$ cat src/rtl/seqcmd_pkg.sv
package seqcmd_pkg;

    localparam int KEY_W      = 16;
    localparam int PREFIX_LEN = 5;
    localparam int NUM_CMDS   = 4;
    localparam int CMD_W      = $clog2(NUM_CMDS);
    localparam int STEP_W     = $clog2(PREFIX_LEN + 1);

    typedef enum logic [CMD_W-1:0] {
        CMD_COMMIT  = 2'd0,
        CMD_RELOAD  = 2'd1,
        CMD_AUTO_OFF = 2'd2,
        CMD_AUTO_ON = 2'd3
    } cmd_e;

    typedef struct packed {
        logic [STEP_W-1:0] step;
        logic              pulse;
        cmd_e              code;
    } seq_state_t;

    // Unlock prefix, in the order it must be read.
    function automatic logic [KEY_W-1:0] prefix_key(input int idx);
        case (idx)
            0:       prefix_key = 16'h4E38;
            1:       prefix_key = 16'hB1C7;
            2:       prefix_key = 16'h83E0;
            3:       prefix_key = 16'h7C1F;
            default: prefix_key = 16'h703F;
        endcase
    endfunction

    // Final-position keys, indexed by command code.
    function automatic logic [KEY_W-1:0] command_key(input int code);
        case (code)
            0:       command_key = 16'h8FC0;
            1:       command_key = 16'h4C63;
            2:       command_key = 16'h8B45;
            default: command_key = 16'h4B46;
        endcase
    endfunction

endpackage

$ cat src/rtl/seqcmd_keymatch.sv
module seqcmd_keymatch
    import seqcmd_pkg::*;
#(
    parameter int N_KEYS = PREFIX_LEN
) (
    input  logic [KEY_W-1:0]  key_i,
    output logic [N_KEYS-1:0] hit_o
);

    for (genvar i = 0; i < N_KEYS; i++) begin : g_cmp
        assign hit_o[i] = (key_i == prefix_key(i));
    end

endmodule

$ cat src/rtl/seqcmd_cmddecode.sv
module seqcmd_cmddecode
    import seqcmd_pkg::*;
#(
    parameter int N_CMDS = NUM_CMDS
) (
    input  logic [KEY_W-1:0] key_i,
    output logic             known_o,
    output cmd_e             code_o
);

    logic [N_CMDS-1:0] hit;

    for (genvar c = 0; c < N_CMDS; c++) begin : g_cmp
        assign hit[c] = (key_i == command_key(c));
    end

    always_comb begin
        known_o = 1'b0;
        code_o  = CMD_COMMIT;
        for (int c = 0; c < N_CMDS; c++) begin
            if (hit[c]) begin
                known_o = 1'b1;
                code_o  = cmd_e'(c[CMD_W-1:0]);
            end
        end
    end

endmodule

$ cat src/rtl/seqcmd_fsm.sv
module seqcmd_fsm
    import seqcmd_pkg::*;
(
    input  logic                  clk,
    input  logic                  rst_n,
    input  logic                  strobe_i,
    input  logic                  wr_n_i,
    input  logic                  busy_i,
    input  logic [PREFIX_LEN-1:0] pfx_hit_i,
    input  logic                  cmd_known_i,
    input  cmd_e                  cmd_code_i,
    output logic [STEP_W-1:0]     step_o,
    output logic                  pulse_o,
    output cmd_e                  code_o
);

    localparam logic [STEP_W-1:0] TAIL_STEP = STEP_W'(PREFIX_LEN);

    seq_state_t state_q, state_d;
    logic       expected_hit;
    logic       at_tail;
    logic [STEP_W-1:0] restart_step;

    always_comb begin
        expected_hit = 1'b0;
        for (int i = 0; i < PREFIX_LEN; i++) begin
            if (state_q.step == STEP_W'(i)) begin
                expected_hit = pfx_hit_i[i];
            end
        end
        at_tail      = (state_q.step == TAIL_STEP);
        restart_step = pfx_hit_i[0] ? STEP_W'(1) : '0;

        state_d       = state_q;
        state_d.pulse = 1'b0;
        if (!busy_i) begin
            if (!wr_n_i) begin
                state_d.step = '0;
            end else if (strobe_i) begin
                if (at_tail) begin
                    if (cmd_known_i) begin
                        state_d.pulse = 1'b1;
                        state_d.code  = cmd_code_i;
                        state_d.step  = '0;
                    end else begin
                        state_d.step  = restart_step;
                    end
                end else if (expected_hit) begin
                    state_d.step = state_q.step + STEP_W'(1);
                end else begin
                    state_d.step = restart_step;
                end
            end
        end
    end

    always_ff @(posedge clk or negedge rst_n) begin
        if (!rst_n) begin
            state_q <= '{step: '0, pulse: 1'b0, code: CMD_COMMIT};
        end else begin
            state_q <= state_d;
        end
    end

    assign step_o  = state_q.step;
    assign pulse_o = state_q.pulse;
    assign code_o  = state_q.code;

endmodule

$ cat src/rtl/seqcmd_unlock.sv
module seqcmd_unlock
    import seqcmd_pkg::*;
#(
    parameter int ADDR_W = 17
) (
    input  logic              clk,
    input  logic              rst_n,
    input  logic              rd_strobe_i,
    input  logic              wr_en_n_i,
    input  logic              busy_i,
    input  logic [ADDR_W-1:0] addr_i,
    output logic              cmd_valid_o,
    output logic [CMD_W-1:0]  cmd_code_o
);

    logic [KEY_W-1:0]      key;
    logic [PREFIX_LEN-1:0] pfx_hit;
    logic                  cmd_known;
    cmd_e                  cmd_code;
    cmd_e                  code_q;
    logic [STEP_W-1:0]     step_q;

    assign key = addr_i[KEY_W-1:0];

    if (ADDR_W > KEY_W) begin : g_upper
        logic unused_upper_bits;
        assign unused_upper_bits = ^addr_i[ADDR_W-1:KEY_W];
    end

    seqcmd_keymatch #(.N_KEYS(PREFIX_LEN)) u_keymatch (
        .key_i (key),
        .hit_o (pfx_hit)
    );

    seqcmd_cmddecode #(.N_CMDS(NUM_CMDS)) u_cmddecode (
        .key_i   (key),
        .known_o (cmd_known),
        .code_o  (cmd_code)
    );

    seqcmd_fsm u_fsm (
        .clk         (clk),
        .rst_n       (rst_n),
        .strobe_i    (rd_strobe_i),
        .wr_n_i      (wr_en_n_i),
        .busy_i      (busy_i),
        .pfx_hit_i   (pfx_hit),
        .cmd_known_i (cmd_known),
        .cmd_code_i  (cmd_code),
        .step_o      (step_q),
        .pulse_o     (cmd_valid_o),
        .code_o      (code_q)
    );

    assign cmd_code_o = code_q;

endmodule

$ cat config.mk
export PLATFORM = sky130hd
export DESIGN_NAME = seqcmd_unlock
export DESIGN_NICKNAME = d
export VERILOG_FILES = /design/src/rtl/seqcmd_pkg.sv /design/src/rtl/seqcmd_keymatch.sv /design/src/rtl/seqcmd_cmddecode.sv /design/src/rtl/seqcmd_fsm.sv /design/src/rtl/seqcmd_unlock.sv
export SDC_FILE = /design/constraint.sdc
export NUM_CORES = 1
export LEC_CHECK = 0
export BUFFER_PORTS_ARGS = -buffer_cell sky130_fd_sc_hd__buf_2
export CAP_MARGIN = 10
export CORE_MARGIN = 3
export CORE_UTILIZATION = 51
export DETAILED_ROUTE_END_ITERATION = 8
export HOLD_SLACK_MARGIN = 0.1
export MAX_ROUTING_LAYER = met4
export PLACE_DENSITY = 0.81
export SETUP_SLACK_MARGIN = 0.05
export SYNTH_ARGS = -nofsm -noshare
export SYNTH_HDL_FRONTEND = slang
export SYNTH_SLANG_ARGS = --single-unit
$ cat constraint.sdc
create_clock -name clk -period 4.9 [get_ports clk]
set_input_delay 0.98 -clock clk [delete_from_list [all_inputs] [get_ports clk]]
set_output_delay 0.98 -clock clk [all_outputs]
set_load 0.01 [all_outputs]
==> impl_metrics.toml <==
[layout]
finalNonFillerCells = 116
areaGrowthSynthToFinish_pct = 22.6
diodes = 0
fin_util_pct = 70.9
drive_gt1_share_pct = 32.4
nets = 131
nFillCells = 99

[critical_path]
cp_max_fo = 4
cp.depth = 7
slowest_stage = "nor4b_1"
cpLargestDelayFamily = "simple AND/OR/NAND/NOR gates"
cp.required_ps = 5030
path_buf_inv = 1
criticalPathCategory = "in2reg"
path_cells = "buf_2 -> nor4b_1 -> nand4b_1 -> nor2_1 -> nor3_2 -> nor3_4 -> mux2_1"
ff2ff_path_depth = 8
cp-start-kind = "primary input"
worstPathArrival_ps = 2560
cp-end-kind = "flip-flop"
max_stage_delay_ps = 430

[clocking]
clk_latency_ps = 250
cts_made_buffers = 3
cts_buffer_depth = 2
cts_tree = "built"
clkSlewWorstSetupHoldPaths_ps = 50
cts_sinks = 6
cts_setup_buffers = 0
cts_root_buffer = "clkbuf_4"
h-tree-depth = 1
cts-resized-gates = 0
hold_buffers = 0

[logic_synthesis]
syn_inst = 76
ys_async_sr_fraction_pct = 100
synth.distinct_cells = 32
synth_edf_count = 0
avgSynthCellArea_um2 = 9.02
yosysSeqAreaShare_pct = 21.9
ys_warn_count = 0
syn-num-nets = 103
synthFlopType = "dfrtp_1"
mappedNetlistArea_um2 = 686
ys_ff_latch = 6

[detailed_routing]
drt_iter0_drc = 27
drtPass1Iterations = 4
wl_per_cell_um = 13.9
routed_wl_um = 1610
vias = 714
drc = 0
viasPerCell = 6.16
postRouteAntennaNets = 0

[die]
core_area_mm2 = 0.00119
io_pins = 25
rows = 12
start_util_pct = 57.8
fp.dieArea_mm2 = 0.00182
die_x_um = 42.7
die_h_um = 42.7

[timing]
fin_tns_setup_ps = 0
setup_viol = 0
period_needed_ps = 2440
hold_violations = 0
fmax_ghz = 0.411
finalCritPeriodShare_pct = 49.7
clock_skew_ps = 2.96
worst_pin_slew_ps = 502
slew_viol_final = 0
relSlewSlack_pct = 66.3
rsz0062_at_grt = "no"

[global_route]
grt_pass1_wl_um = 2750
antenna_found_initial = 0
gr-total-overflow = 0
grt_usage_pct = 19.7
grt_max_degree = 8
grt_pass1_vias = 671

[place]
port_buffers = 23
place.gp.congestion = 0.866
placed_cells = 113
dpl.hpwl_um = 1350

[pwr]
finalPower_mw = 0.121
max-vdd-ir-drop_v = 0.000124
power_density_mw_per_mm2 = 144
leakagePower_nw = 0.361

[hold_path]
whs_path_depth = 1
hold_class = "reg2reg"

[flow_run]
maxCapViolCount = 0

[run_status]
outcome = "finished clean"
==> report_power, final <==
part,internal [mW],switching (mW),total (mW)
sequential,0.0497,0.000000294,0.0497
combinational,0.0112,0.0136,0.0248
clock,0.0278,0.0188,0.0466
==> layer usage <==
| metal | up-vias | routed length (um) | global-route usage, % |
|---|---|---|---|
| met4 | 0 | 0 | 5.59 |
| met3 | 0 | 86 | 3.81 |
| met1 | 337 | 717 | 23.8 |
| met5 | - | 0 | - |
| met2 | 20 | 805 | 32.9 |
| li1 | 357 | - | - |
==> path summary, 6_finish.rpt <==
kind	start	endpoint	slack (ps)
worst max-delay path	addr_i[12]	u_fsm.code_o[1]$_DFFE_PN0P_	2460
worst min register to register	u_fsm.code_o[0]$_DFFE_PN0P_	u_fsm.code_o[0]$_DFFE_PN0P_	490
max in group asynchronous	rst_n	u_fsm.step_o[0]$_DFFE_PN0P_	4210
min in group asynchronous	rst_n	u_fsm.code_o[1]$_DFFE_PN0P_	550
worst max register to register	u_fsm.step_o[0]$_DFFE_PN0P_	u_fsm.step_o[0]$_DFFE_PN0P_	2840
worst min-delay path	u_fsm.code_o[0]$_DFFE_PN0P_	u_fsm.code_o[0]$_DFFE_PN0P_	490
==> layout by cell type, fill, tap and decap left out, types with 3 or more instances in the layout <==
cell      netlist  routed
buf_2           0      23
clkbuf_4        0       3
dfrtp_1         6       6
ha_1            5       5
inv_1           4       4
nand2_1         5       5
nand3_1         4       4
nand4_1         6       6
nor2_1          5       5
nor2b_1         3       3
nor3b_1         3       3
nor4b_1         3       3
nor4bb_1        3       3
o21ai_0         3       3
==> cells by family (layout without fill, tap and decap cells) <==
family	after synthesis	after routing	share of synthesized area [%]
buffers and inverters	4	30	2.19
AO/OA/AOI/OAI	10	10	9.67
multiplexers	3	3	4.74
AND/OR/NAND/NOR	48	48	52.4
adder cells (fa/ha/maj)	5	5	9.12
flip-flops	6	6	21.9
==> Yosys cell counts, types with 2 or more instances <==
cell / number / area share (%)
o31ai_1: 2 / 2.2
dfrtp_1: 6 / 22
nand2_1: 5 / 2.7
nand3b_1: 2 / 2.2
nor4b_1: 3 / 3.8
inv_1: 4 / 2.2
o21ai_0: 3 / 2.2
nor3b_1: 3 / 3.3
nor2_1: 5 / 2.7
nor2b_1: 3 / 2.7
mux2_1: 2 / 3.3
nor4bb_1: 3 / 4.4
nand3_1: 4 / 2.9
and4bb_2: 2 / 3.6
nand4b_1: 2 / 2.6
nand4_1: 6 / 5.5
and3_1: 2 / 1.8
ha_1: 5 / 9.1
==> registers in the layout, indices dropped and copies added, names as in the netlist <==
signal,flops
u_fsm.step_o,3
u_fsm.code_o,2
u_fsm.pulse_o,1
==> through the flow <==
stage | setup slack [ps] | hold WS, ps | cell area, um2
6_report | 2460 | 492 | 841
5_1_grt | 2350 | 513 | 841
4_1_cts | 2480 | 492 | 841
3_5_place_dp | 2230 | 477 | 818
3_3_place_gp | 2250 | 465 | 818
2_1_floorplan | 2540 | 529 | 686
==> area by class of cell <==
class	instances	area, um2	share of cell area (%)
sequential	6	150	17.9
tap	14	17.5	2.08
multi-input combinational	66	520	61.9
timing repair buffer	23	115	13.7
clock buffer	3	22.5	2.68
inverter	4	15.0	1.79
(Power assumes the default switching activity.)
